===== config.mk =====
export PLATFORM = sky130hd
export DESIGN_NAME = mwe_word_tx
export DESIGN_NICKNAME = d
export VERILOG_FILES = /design/src/rtl/mwe_pkg.sv /design/src/rtl/mwe_tick_gen.sv /design/src/rtl/mwe_sym_build.sv /design/src/rtl/mwe_word_tx.sv
export SDC_FILE = /design/constraint.sdc
export NUM_CORES = 1
export LEC_CHECK = 0
export BUFFER_PORTS_ARGS = -buffer_cell sky130_fd_sc_hd__buf_2
export CAP_MARGIN = 10
export CORE_UTILIZATION = 23
export CTS_CLUSTER_SIZE = 28
export DETAILED_ROUTE_END_ITERATION = 8
export GPL_TIMING_DRIVEN = 1
export SYNTH_ARGS = -nofsm -noshare
export SYNTH_HDL_FRONTEND = slang
export SYNTH_SLANG_ARGS = --single-unit

===== constraint.sdc =====
create_clock -name clk -period 1.55 [get_ports clk]
set_input_delay 0.155 -clock clk [delete_from_list [all_inputs] [get_ports clk]]
set_output_delay 0.155 -clock clk [all_outputs]
set_load 0.02 [all_outputs]

===== src/rtl/mwe_pkg.sv =====
package mwe_pkg;
  // Sync field length in half-bits (three bit times)
  localparam int SYNC_HALVES = 6;
  // Parity bit length in half-bits
  localparam int PAR_HALVES  = 2;

  typedef enum logic {
    SYNC_DATA = 1'b0,
    SYNC_CMD  = 1'b1
  } sync_kind_e;
endpackage


===== src/rtl/mwe_tick_gen.sv =====
module mwe_tick_gen #(
  parameter int CLK_PER_HALF = 4
) (
  input  logic clk,
  input  logic rst,
  input  logic run,
  output logic tick
);
  generate
    if (CLK_PER_HALF == 1) begin : g_every
      assign tick = run;
    end else begin : g_count
      localparam int CW = $clog2(CLK_PER_HALF);
      localparam logic [CW-1:0] LAST = CW'(CLK_PER_HALF - 1);
      logic [CW-1:0] cnt;
      always_ff @(posedge clk) begin
        if (rst || !run)     cnt <= '0;
        else if (cnt == LAST) cnt <= '0;
        else                 cnt <= cnt + 1'b1;
      end
      assign tick = run && (cnt == LAST);
    end
  endgenerate
endmodule


===== src/rtl/mwe_sym_build.sv =====
// Builds the full half-bit level pattern of a word, first half-bit in the MSB.
module mwe_sym_build
  import mwe_pkg::*;
#(
  parameter int DATA_W = 16,
  localparam int NH = SYNC_HALVES + 2*DATA_W + PAR_HALVES
) (
  input  logic [DATA_W-1:0] data,
  input  sync_kind_e        kind,
  output logic [NH-1:0]     pat
);
  logic par;
  assign par = ~(^data);

  localparam int HS = SYNC_HALVES / 2;
  assign pat[NH-1 -: HS]      = {HS{kind == SYNC_CMD}};
  assign pat[NH-1-HS -: HS]   = {HS{kind != SYNC_CMD}};

  for (genvar i = 0; i < DATA_W; i++) begin : g_bit
    localparam int POS = NH - 1 - SYNC_HALVES - 2*i;
    assign pat[POS]   = data[DATA_W-1-i];
    assign pat[POS-1] = ~data[DATA_W-1-i];
  end

  assign pat[1] = par;
  assign pat[0] = ~par;
endmodule


===== src/rtl/mwe_word_tx.sv =====
module mwe_word_tx
  import mwe_pkg::*;
#(
  parameter int DATA_W       = 16,
  parameter int CLK_PER_HALF = 4
) (
  input  logic              clk,
  input  logic              rst,
  input  logic              in_valid,
  output logic              in_ready,
  input  logic [DATA_W-1:0] in_data,
  input  logic              in_cmd_sync,
  output logic              bus_hi,
  output logic              bus_lo,
  output logic              bus_oe,
  output logic              word_done
);
  localparam int NH = SYNC_HALVES + 2*DATA_W + PAR_HALVES;
  localparam int HW = $clog2(NH);
  localparam logic [HW-1:0] LAST_HALF = HW'(NH - 1);

  logic          active;
  logic [NH-1:0] pat_q;
  logic [NH-1:0] pat_new;
  logic [HW-1:0] half_q;
  logic          tick;
  logic          accept;
  sync_kind_e    kind;

  assign kind = in_cmd_sync ? SYNC_CMD : SYNC_DATA;

  mwe_sym_build #(.DATA_W(DATA_W)) u_sym (
    .data (in_data),
    .kind (kind),
    .pat  (pat_new)
  );

  mwe_tick_gen #(.CLK_PER_HALF(CLK_PER_HALF)) u_tick (
    .clk  (clk),
    .rst  (rst),
    .run  (active),
    .tick (tick)
  );

  assign word_done = active && tick && (half_q == LAST_HALF);
  assign in_ready  = !active || word_done;
  assign accept    = in_valid && in_ready;

  always_ff @(posedge clk) begin
    if (rst) begin
      active <= 1'b0;
      pat_q  <= '0;
      half_q <= '0;
    end else if (accept) begin
      active <= 1'b1;
      pat_q  <= pat_new;
      half_q <= '0;
    end else if (word_done) begin
      active <= 1'b0;
    end else if (tick) begin
      pat_q  <= {pat_q[NH-2:0], 1'b0};
      half_q <= half_q + 1'b1;
    end
  end

  assign bus_oe = active;
  assign bus_hi = active &&  pat_q[NH-1];
  assign bus_lo = active && !pat_q[NH-1];
endmodule


# [Yosys cells after proc, flatten, opt, wreduce, memory -nomap -nowiden]
# Index checks and enable logic that the tools add are counted.
[classes] n_mux=6 bitwise_logic=19 add_sub_neg=2 reduce_logical=17 eq_ne=3
[op_table] operator="40-bit two-way mux" n=3
[op_table] operator="1-bit inverter" n=19
[op_table] operator="16-bit parity" n=1
[op_table] operator="6-bit by 1-bit adder with 6-bit output (second input constant)" n=1
[op_table] operator="6-bit == test (second input constant)" n=1
[op_table] operator="1-bit logical AND" n=6
[op_table] operator="2-bit AND reduction" n=2
[op_table] operator="2-bit nonzero test" n=2
[op_table] operator="2-bit OR reduction" n=2
[op_table] operator="1-bit two-way mux" n=3
[op_table] operator="2-bit by 1-bit adder with 2-bit output (second input constant)" n=1
[op_table] operator="2-bit == test (second input constant)" n=1
[op_table] operator="1-bit zero test" n=2
[op_table] operator="1-bit logical OR" n=2
[op_table] operator="2-bit by 1-bit != test with 1-bit output (second input constant)" n=1
[word_totals] inputBits=20 register_bits=49 output_inout_bits=5 word_cells=51

# [Depth between registers and ports, before layout]
# Gate-level depths: netlist of run 1.
[depth] word_depth=8 ltp_mapped=7

# [Hierarchy]
# Synthesis of run 1 repeated with hierarchy kept, for this count alone.
[hier_totals] cells_unflattened=324 hier_area_um2=2557.5
[modules_own_cells] module="mwe_word_tx" cells_per_inst=263 area_each_um2=2102.0 seq_area_each_um2=940.9 n_inst=1
[modules_own_cells] module="mwe_sym_build" cells_per_inst=55 area_each_um2=369.1 seq_area_each_um2=0.0 n_inst=1
[modules_own_cells] module="mwe_tick_gen" cells_per_inst=6 area_each_um2=86.3 seq_area_each_um2=40.0 n_inst=1

# [Worst setup path after synthesis of run 1]
# Ideal clock, no wire load.
[synth_path] path_type="register -> register" start="reg half_q[0]" end="reg pat_q[10]" setup_ns=0.132 n_path_buf=1 path_stages_with_launch=8 t_arrival_ns=1.440 path_slack_ns=-0.022 synth_period_minus_slack_ns=1.572 path_cell_list="dfxtp_1 > ha_1 > and2_4 > a41o_4 > and2_4 > buf_4 > nand2b_1 > a21oi_1"
[synth_between] elab_chain_cells=6
[synth_rtl] item="start, declared" line_no="mwe_word_tx.sv:25" source="logic [HW-1:0] half_q;"
[synth_rtl] item="start signal, assigned" line_no="mwe_word_tx.sv:62" source="half_q <= half_q + 1'b1;"
[synth_rtl] item="6-bit == test (*)" line_no="mwe_word_tx.sv:45" source="assign word_done = active && tick && (half_q == LAST_HALF);"
[synth_rtl] item="1-bit logical AND (*)" line_no="mwe_word_tx.sv:45"
[synth_rtl] item="1-bit logical OR (*)" line_no="mwe_word_tx.sv:46" source="assign in_ready = !active || word_done;"
[synth_rtl] item="net in_ready" line_no="mwe_word_tx.sv:10" source="output logic in_ready,"
[synth_rtl] item="1-bit logical AND (*)" line_no="mwe_word_tx.sv:47" source="assign accept = in_valid && in_ready;"
[synth_rtl] item="2-bit by 1-bit != test with 1-bit output (no source line) / 2-bit nonzero test (equally long branches)"
[synth_rtl] item="2-bit AND reduction (no source line)"
[synth_rtl] item="end signal, assigned" line_no="mwe_word_tx.sv:56" source="pat_q <= pat_new;"
[synth_rtl] item="end signal, assigned" line_no="mwe_word_tx.sv:61" source="pat_q <= {pat_q[NH-2:0], 1'b0};"
[synth_rtl] item="end, declared" line_no="mwe_word_tx.sv:23" source="logic [NH-1:0] pat_q;"
# The timed path passes the listed nets; every way through them passes the cells marked *.
# A chain may end at the register's enable or synchronous reset.

# [Worst setup path after layout of run 1]
[layout_path] start="reg half_q[1]" end="out in_ready"
[layout_between] elab_chain_cells=3
[layout_rtl] item="6-bit == test" line_no="mwe_word_tx.sv:45"
[layout_rtl] item="1-bit logical AND" line_no="mwe_word_tx.sv:45"
[layout_rtl] item="1-bit logical OR" line_no="mwe_word_tx.sv:46"
[layout_rtl] item="end, declared" line_no="mwe_word_tx.sv:10"
# No other way between the ends.

==> results of run 1 <==
## kinds of logic (layout without fill, tap and decap cells)
kind of cell	Yosys count	in the layout	share of synthesized area, %
and+or+nand+nor	93	94	21.32
AOI/OAI and AO/OA	66	66	21.48
DFF	49	49	42.63
xor gates and xnor gates	20	20	7.613
buffers and inverters	20	54	5.003
adders and majority gates	2	2	1.087
muxes	2	2	0.8701
## power by group through the flow
stage                     combinational, mW  clock (mW)  sequential (mW)
after floorplan                       0.293           0             1.40
after global placement                0.394           0             1.41
after detailed placement              0.398           0             1.41
after CTS                             0.410       0.792             1.38
after global routing                  0.475       0.854             1.40
final                                 0.437       0.768             1.39
## sequential cells by signal (all words and copies together), names as in the netlist
signal and count:
bus_oe 1, half_q 6, u_tick.g_count.cnt 2, pat_q 40
## final timing paths
path,from,to,slack [ps],cells past startpoint
max,half_q[1],in_ready,-90,5
max reg2reg,half_q[1],pat_q[38],-70,8
min,in_data[1],pat_q[4],150,3
min reg2reg,u_tick.g_count.cnt[0],u_tick.g_count.cnt[0],410,1
## worst max-delay path: cells and delay by family, from the launching register on
family | cells | cell delay (ps)
and+or+nand+nor | 1 | 170
adders and majority gates | 1 | 160
AOI/OAI and AO/OA | 1 | 250
DFF | 1 | 350
buffers and inverters | 2 | 250
## placed cells by master (no fill, tap or decap), types with 3 or more instances in the layout
master	netlist	layout
nor3_1	11	11
a22oi_1	19	8
nand2_1	29	28
nor2_2	0	7
buf_12	0	5
a311oi_2	4	5
nor2_1	18	10
xor2_1	6	6
dfxtp_1	49	46
buf_2	5	22
clkbuf_8	0	5
a311oi_1	9	8
xnor2_1	14	14
nand3_2	2	3
dfxtp_2	0	3
nand2b_1	18	17
nor2b_1	3	3
buf_4	5	10
o22ai_1	3	3
a22oi_2	0	11
buf_6	2	4
a21oi_1	24	22
## final cells by class
type	instances	area [um2]	area share, %
clock buffer	5	68.82	2.280
clock inverter	3	22.52	0.7463
inverter	2	7.507	0.2488
multi-input combinational	184	1355	44.90
sequential	49	984.7	32.63
tap	133	166.4	5.514
timing repair buffer	44	412.9	13.68
## stage by stage
| step | setup WS, ps | total power [mW] |
|---|---|---|
| final | -93.28 | 2.590 |
| after global routing | -133.5 | 2.724 |
| after detailed placement | -124.0 | 1.805 |
| after CTS | -89.20 | 2.580 |
| after global placement | -44.31 | 1.800 |
| after floorplan | 27.16 | 1.692 |
## per-layer routing
layer / track usage (%) / vias to the layer above / routed length (um)
met3: 2.941 / 4 / 266
li1: - / 958 / -
met4: 3.407 / 0 / 60
met2: 17.66 / 30 / 2807
met1: 13.46 / 936 / 2582
met5: 0 / - / 0
## what timing repair did
action,in CTS,in global routing
cloned,1,3
pin swaps,5,13
buffers inserted,2,1
resized for setup,19,24
setup endpoints to repair,40,48
==> impl_metrics.py, run 1 <==
metrics = {
    "run_status": {
        "outcome": "finished with violations",
        "violations": "setup timing",
    },
    "detailed_routing": {
        "route.antenna.remaining_nets": 0,
        "num_vias": 1928,
        "drt-total-wl_um": 5716,
        "wl_per_cell_um": 13.61,
        "drc": 0,
        "drt_iter0_drc": 104,
        "via_per_inst": 4.590,
        "dr.pass1.iters": 4,
    },
    "die": {
        "io_pins": 25,
        "row_count": 36,
        "die_w_um": 102.0,
        "die_h_um": 102.0,
        "start_util_pct": 23.65,
        "die_area_mm2": 0.01041,
        "core-area_mm2": 0.009729,
    },
    "place": {
        "post_dp_cell_area_mm2": 0.002631,
        "placed_cells": 405,
        "io_buffer_count": 24,
        "dp_hpwl_um": 3406,
        "gp_congestion": 0.7134,
    },
    "worst_setup_path": {
        "worstSetupEndpointType": "primary output",
        "crit_required_ps": 1390,
        "critPathLaunchType": "flip-flop",
        "crit_top_cell": "buf_6",
        "worstSetupPathType": "flip-flop to primary output",
        "slowest_stage": "dfxtp_2",
        "crit_path_max_incr_delay_ps": 350,
        "arrival_ps": 1490,
        "worstPathMaxFanout": 5,
        "crit_path_cell_trace": "ha_4 -> and2_4 -> a41o_4 -> buf_6 -> buf_6",
    },
    "grt": {
        "grt_pass1_wl_um": 8687,
        "gr-usage-all-layers_pct": 10.68,
        "antenna_found_initial": 0,
        "grt_pass1_vias": 1806,
        "grt_max_degree": 36,
        "grt-ovfl-total": 0,
    },
    "worst_hold_path": {
        "hold_class": "input pin to flip-flop",
    },
    "timing": {
        "final-hold-violation-count": 0,
        "period_minus_slack_ps": 1643,
        "skew_ps": 9.652,
        "finalSetupViolCount": 33,
        "slew_headroom_pct": 79.17,
        "setup_tns_ps": -1074,
        "layout_setup_ws_ps": -93.28,
        "period_share_pct": 106.0,
        "fin_hold_ws_ps": 148.4,
        "worstMarginPinSlew_ps": 312.4,
        "slew_viol_final": 0,
        "clock.fmax_mhz": 608.5,
        "rsz0062_at_grt": "true",
    },
    "power_and_ir_drop": {
        "power_frac_clock_pct": 29.6,
        "swShare_pct": 28.38,
        "p_leak_nw": 1.054,
        "seqPwrFrac_pct": 53.5,
        "power_density_mw_per_mm2": 858.3,
        "power.internal_mw": 1.855,
        "netSwitchingPower_mw": 0.7352,
        "ir_worst_vdd_v": 0.0004043,
        "p_comb_share_pct": 16.9,
    },
    "clock_network": {
        "clkSinkCount": 49,
        "cts_tree": "built",
        "cts_inserted_buffers": 5,
        "clkSlewWorstSetupHoldPaths_ps": 100,
        "cts_max_level": 2,
        "holdBufCountCts": 0,
        "clk_latency_ps": 300,
        "cts_root_buf": "clkbuf_8",
        "clock_path_buffers": 2,
    },
    "flow_run": {
        "cap_violations": 0,
    },
    "yosys": {
        "synthFlopType": "dfxtp_1",
        "yosysUniqueCellTypes": 38,
        "synth_edf_count": 0,
        "synth_warnings": 0,
        "synthCells": 252,
        "ys_async_sr_fraction_pct": 0,
        "yosysTopAreaCell": "dfxtp_1",
        "synth.top_cells.by_count": "dfxtp_1 (49), nand2_1 (29), a21oi_1 (24), a22oi_1 (19)",
        "ys_seq_elements": 49,
        "synth_area_mm2": 0.002301,
        "synth_area_per_cell_um2": 9.131,
        "yosysMostFrequentCell": "dfxtp_1",
        "synth_fp_nets": 274,
        "seq_area_frac_synth_pct": 42.63,
        "yosysTopAreaCellShare_pct": 42.63,
        "synthTopCellsByArea": "dfxtp_1 (43%), a22oi_1 (6.2%), xnor2_1 (5.3%)",
    },
    "final_layout": {
        "nets": 308,
        "insertedDiodeCount": 0,
        "drive_gt1_share_pct": 34.84,
        "fill_cells": 1018,
        "fin_cells": 420,
        "fin_util_pct": 31.02,
        "area_growth_pct": 31.16,
        "fin_area_mm2": 0.003018,
    },
}
Note: power is estimated with default switching activity, not from simulation.
==> run 2, diff against run 1 <==
--- a/config.mk
+++ b/config.mk
@@ -11,6 +11,7 @@
 export CTS_CLUSTER_SIZE = 28
 export DETAILED_ROUTE_END_ITERATION = 8
 export GPL_TIMING_DRIVEN = 1
+export PLACE_DENSITY = 0.39
 export SYNTH_ARGS = -nofsm -noshare
 export SYNTH_HDL_FRONTEND = slang
 export SYNTH_SLANG_ARGS = --single-unit
==> run 2 against run 1 <==
Against the previous run: the flow still finishes with violations (setup timing); largest cell class unchanged; first-iteration DRC count is 46% lower; clock skew fell by 3.0 ps; count of clock-buffer cells in the layout stayed put; maximum frequency is 1.1% higher; power shrank 2.4%; largest power group unchanged.
==> impl_metrics.py, run 2 (synthesis gave the netlist of run 1 again) <==
metrics = {
    "place": {
        "dp_slack_ps": -122.4,
        "post_dp_cell_area_mm2": 0.002661,
        "gp_congestion": 0.6800,
        "dp_hpwl_um": 3603,
        "io_buffer_count": 24,
    },
    "timing": {
        "finalSetupViolCount": 10,
        "rsz0062_at_grt": "true",
        "period_minus_slack_ps": 1626,
        "period_share_pct": 104.9,
        "final-hold-violation-count": 0,
        "skew_ps": 6.629,
        "slew_headroom_pct": 69.19,
        "setup_tns_ps": -279.8,
        "clock.fmax_mhz": 615.1,
        "layout_setup_ws_ps": -75.74,
        "slew_viol_final": 0,
        "worstMarginPinSlew_ps": 462.1,
    },
    "final_layout": {
        "fin_area_mm2": 0.003002,
        "drive_gt1_share_pct": 30.38,
        "insertedDiodeCount": 0,
        "area_growth_pct": 30.45,
        "regMostFlops": "pat_q",
        "final_common_cell": "dfxtp_1",
        "reg_top3": "pat_q: 40 flops, half_q: 6 flops, u_tick.g_count.cnt: 2 flops",
        "nets": 316,
        "fin_util_pct": 30.85,
        "mostFrequentLayoutCells": "dfxtp_1 (45), nand2_1 (26), a21oi_1 (24)",
        "largest_register_ffs": 40,
    },
    "power_and_ir_drop": {
        "power_density_mw_per_mm2": 842.0,
        "p_leak_nw": 1.107,
        "power_mw": 2.527,
        "ir_worst_vdd_v": 0.0003088,
    },
    "die": {
        "core-area_mm2": 0.009729,
        "start_util_pct": 23.65,
        "die_area_mm2": 0.01041,
        "row_count": 36,
        "io_pins": 25,
        "die_w_um": 102.0,
        "die_h_um": 102.0,
    },
    "clock_network": {
        "clkSlewWorstSetupHoldPaths_ps": 90,
        "clock_path_buffers": 2,
        "cts_root_buf": "clkbuf_8",
        "cts_max_level": 2,
        "clk_latency_ps": 290,
        "holdBufCountCts": 0,
        "cts_tree": "built",
        "clkSinkCount": 49,
        "cts_inserted_buffers": 5,
    },
    "detailed_routing": {
        "met1_length_um": 3131,
        "via_per_inst": 4.484,
        "drt-total-wl_um": 6084,
        "route.antenna.remaining_nets": 0,
        "top_layer": "met4",
        "dr.pass1.iters": 4,
        "num_vias": 1910,
        "wl_met3_um": 150,
        "wl_met2_um": 2756,
        "drt_iter0_drc": 56,
        "wl_per_cell_um": 14.28,
        "drc": 0,
    },
    "grt": {
        "grt_pass1_wl_um": 9639,
        "grt-ovfl-total": 0,
        "antenna_found_initial": 0,
        "grt_pass1_vias": 1792,
        "gr-usage-all-layers_pct": 12.03,
        "grt_max_degree": 36,
    },
    "worst_setup_path": {
        "worstPathMaxFanout": 5,
        "worstSetupEndpointType": "primary output",
        "slowest_stage": "dfxtp_2",
        "crit_family": "flip-flops",
        "arrival_ps": 1470,
        "crit_path_cell_trace": "ha_4 -> and2_4 -> a41o_4 -> buf_6 -> buf_6",
        "crit_path_max_incr_delay_ps": 340,
        "crit_top_cell": "buf_6",
        "worstSetupPathType": "flip-flop to primary output",
        "crit_required_ps": 1390,
        "path_buf_inv": 2,
        "critPathLaunchType": "flip-flop",
    },
    "worst_hold_path": {
        "hold_class": "input pin to flip-flop",
    },
    "run_status": {
        "outcome": "finished with violations",
        "violations": "setup timing",
    },
    "flow_run": {
        "cap_violations": 0,
    },
}
==> run 2: area by class of cell <==
cell class                      instances  area (um2)
Clock buffer                            5       68.82
Clock inverter                          1       5.005
Fill cell                            1075        6728
Inverter                                2       7.507
Multi-Input combinational cell        184        1301
Sequential cell                        49       985.9
Tap cell                              133       166.4
Timing Repair Buffer                   52       466.7
==> run 2: what timing repair did <==
action / 4_1_cts / 5_1_grt
pin swaps: 7 / 9
setup endpoints to repair: 43 / 47
gates resized for setup: 13 / 17
gates cloned: 1 / 3
buffers inserted: 3 / 4
==> run 2: routing by layer <==
layer / vias to the layer above / GRT usage, %
met2: 20 / 18.69
met1: 915 / 17.00
met3: 5 / 2.257
met4: 0 / 3.297
li1: 970 / -
met5: - / 0
==> run 2: worst paths after layout <==
path | endpoint | cells after the start | slack [ps] | startpoint
hold reg to reg | u_tick.g_count.cnt[0] | 1 | 440 | u_tick.g_count.cnt[0]
setup reg to reg | pat_q[1] | 7 | -50 | half_q[1]
setup / recovery | in_ready | 5 | -80 | half_q[1]
hold / removal | pat_q[12] | 3 | 160 | in_data[5]
==> run 2: power breakdown <==
group / internal [mW] / switching [mW]
clock network: 0.298 / 0.403
registers: 1.34 / 0.0467
logic: 0.208 / 0.233
total: 1.84 / 0.683
==> run 2: worst reg2reg max path: cells and delay by family (launching register included) <==
kind            cells  cell delay, ps
compound gates      3             460
flops               1             340
mux                 1             190
simple gates        1             180
buf+inv             1             180
fa+ha+maj           1             160
==> run 2: per-stage QoR <==
stage / hold slack [ps] / instances
2_1_floorplan: 305.3 / 252
3_3_place_gp: 414.7 / 409
3_5_place_dp: 421.6 / 409
4_1_cts: 144.7 / 419
5_1_grt: 147.9 / 426
6_report: 158.0 / 426
==> run 3, diff against run 2 <==
--- a/config.mk
+++ b/config.mk
@@ -7,11 +7,11 @@
 export LEC_CHECK = 0
 export BUFFER_PORTS_ARGS = -buffer_cell sky130_fd_sc_hd__buf_2
 export CAP_MARGIN = 10
-export CORE_UTILIZATION = 23
+export CORE_UTILIZATION = 36
 export CTS_CLUSTER_SIZE = 28
 export DETAILED_ROUTE_END_ITERATION = 8
 export GPL_TIMING_DRIVEN = 1
-export PLACE_DENSITY = 0.39
+export PLACE_DENSITY = 0.53
 export SYNTH_ARGS = -nofsm -noshare
 export SYNTH_HDL_FRONTEND = slang
 export SYNTH_SLANG_ARGS = --single-unit
==> run 3 against run 2 <==
Against the previous run: the run still ends with setup timing left; clock power increased by 54%; maximum frequency decreased by 1.5%; sequential power about the same; cell area increased by 10%; routed wire length decreased by 2.4%; core utilization increased by 24 points; non-clock buffer count decreased by 2; worst hold slack got worse by 14 ps; flip-flop and latch count unchanged; cell count decreased by 13%; largest power group unchanged.
==> impl_metrics.py, run 3 (synthesis gave the netlist of run 1 again) <==
metrics = {
    "die": {
        "die_area_mm2": 0.006715,
        "row_count": 28,
        "io_pins": 25,
        "core-area_mm2": 0.006026,
        "die_h_um": 81.95,
        "start_util_pct": 38.19,
        "die_w_um": 81.95,
    },
    "clock_network": {
        "clk_latency_ps": 310,
        "clock_path_buffers": 2,
        "clkSlewWorstSetupHoldPaths_ps": 100,
        "cts_tree": "built",
        "cts_root_buf": "clkbuf_8",
        "clkSinkCount": 49,
        "cts_max_level": 2,
        "holdBufCountCts": 0,
        "cts_inserted_buffers": 5,
    },
    "power_and_ir_drop": {
        "power_density_mw_per_mm2": 904.4,
        "p_leak_nw": 1.229,
        "ir_worst_vdd_v": 0.0004895,
        "seqPwrFrac_pct": 46.8,
        "netSwitchingPower_mw": 0.7743,
        "swShare_pct": 25.93,
        "power.internal_mw": 2.212,
        "p_comb_share_pct": 17.0,
        "power_frac_clock_pct": 36.1,
    },
    "run_status": {
        "outcome": "finished with violations",
        "violations": "setup timing",
    },
    "timing": {
        "rsz0062_at_grt": "true",
        "skew_ps": 11.67,
        "clock.fmax_mhz": 605.8,
        "slew_headroom_pct": 67.35,
        "layout_setup_ws_ps": -100.8,
        "final-hold-violation-count": 0,
        "finalSetupViolCount": 34,
        "period_share_pct": 106.5,
        "slew_viol_final": 0,
        "setup_tns_ps": -1741,
        "period_minus_slack_ps": 1651,
        "worstMarginPinSlew_ps": 489.8,
    },
    "worst_setup_path": {
        "arrival_ps": 1500,
        "rr_startpoint": "half_q[1]",
        "worstPathMaxFanout": 5,
        "worstSetupEndpointType": "primary output",
        "worstSetupPathType": "flip-flop to primary output",
        "critPathLaunchType": "flip-flop",
        "crit_required_ps": 1390,
        "crit_start": "half_q[1]",
    },
    "place": {
        "dp_hpwl_um": 3178,
        "gp_congestion": 0.6941,
        "io_buffer_count": 24,
        "post_dp_cell_area_mm2": 0.002596,
    },
    "final_layout": {
        "reg_top3": "pat_q: 40 flops, half_q: 6 flops, u_tick.g_count.cnt: 2 flops",
        "largest_register_ffs": 40,
        "fin_area_mm2": 0.003302,
        "area_growth_pct": 43.50,
        "regMostFlops": "pat_q",
        "mostFrequentLayoutCells": "dfxtp_1 (45), buf_2 (22), a21oi_1 (19)",
        "nets": 317,
        "insertedDiodeCount": 0,
        "fill_cells": 532,
        "final_common_cell": "dfxtp_1",
        "drive_gt1_share_pct": 45.27,
    },
    "detailed_routing": {
        "wl_per_cell_um": 16.01,
        "drc": 0,
        "drt-total-wl_um": 5940,
        "drt_iter0_drc": 75,
        "via_per_inst": 5.337,
        "dr.pass1.iters": 4,
        "num_vias": 1980,
        "route.antenna.remaining_nets": 0,
    },
    "grt": {
        "grt_pass1_vias": 1807,
        "gr-usage-all-layers_pct": 17.21,
        "grt-ovfl-total": 0,
        "antenna_found_initial": 0,
        "grt_pass1_wl_um": 8694,
        "grt_max_degree": 36,
    },
    "worst_hold_path": {
        "hold_start": "in_data[2]",
        "hold_class": "input pin to flip-flop",
    },
    "flow_run": {
        "cap_violations": 0,
    },
}
-- run 3: cell count changes in the layout (fill, tap and decap cells not counted), moves of 6 or more --
cell / previous run / this run
nand2_1: 26 / 16
nand2_2: 0 / 9
a22oi_1: 19 / 3
buf_4: 15 / 9
a22oi_2: 0 / 16
-- run 3: what timing repair did --
item | 4_1_cts | 5_1_grt
setup buffers | 3 | 6
setup endpoints to repair | 37 | 48
gates cloned | 4 | 4
pin swaps | 22 | 33
gates resized for setup | 27 | 53
endpoints found under the hold margin | 0 | 0
-- run 3: power groups by stage --
stage | clock (mW) | sequential [mW] | combinational, mW
3_3_place_gp | 0 | 1.41 | 0.399
4_1_cts | 1.10 | 1.38 | 0.419
5_1_grt | 1.14 | 1.41 | 0.553
3_5_place_dp | 0 | 1.41 | 0.401
6_report | 1.08 | 1.40 | 0.509
2_1_floorplan | 0 | 1.40 | 0.293
-- run 3: layout make-up --
cell class              count  area, um2  area share [%]
flip-flops and latches     49      985.9           29.86
multi-input cells         187       1555           47.10
clock buffers               5      68.82           2.084
inverters                   2      7.507          0.2274
well taps                  75      93.84           2.842
clock inverters             3      65.06           1.970
repair buffers             50      525.5           15.92
-- run 3: per-layer routing --
metal	track usage [%]	vias to the layer above	share of wire, %
met5	0	-	0
met4	5.263	0	1.2
met3	2.333	7	3.7
met2	29.09	35	46
met1	22.54	954	49
li1	-	984	-
-- run 3: worst paths after layout --
kind / endpoint / slack (ps) / depth (start not counted)
worst max-delay path: in_ready / -100 / 5
worst max register to register: pat_q[33] / -80 / 7
worst min register to register: u_tick.g_count.cnt[0] / 440 / 1
worst min-delay path: pat_q[6] / 140 / 3
-- run 3: worst max-delay path, stage by stage (launching register included) --
cell and delay [ps]:
dfxtp_2 350, ha_4 160, and2_4 170, a41o_4 260
buf_6 130, buf_6 120
-- run 3: through the flow --
step	worst slack, ps	cells	power (mW)	hold WS [ps]	utilization (%)
floorplan	27.16	252	1.692	305.3	-
global placement	-45.39	347	1.806	418.4	43.09
detailed placement	-68.49	347	1.809	424.9	43.09
CTS	-98.76	362	2.907	136.2	49.23
global route	-162.8	371	3.098	157.9	54.80
finish	-100.8	371	2.986	144.3	54.80
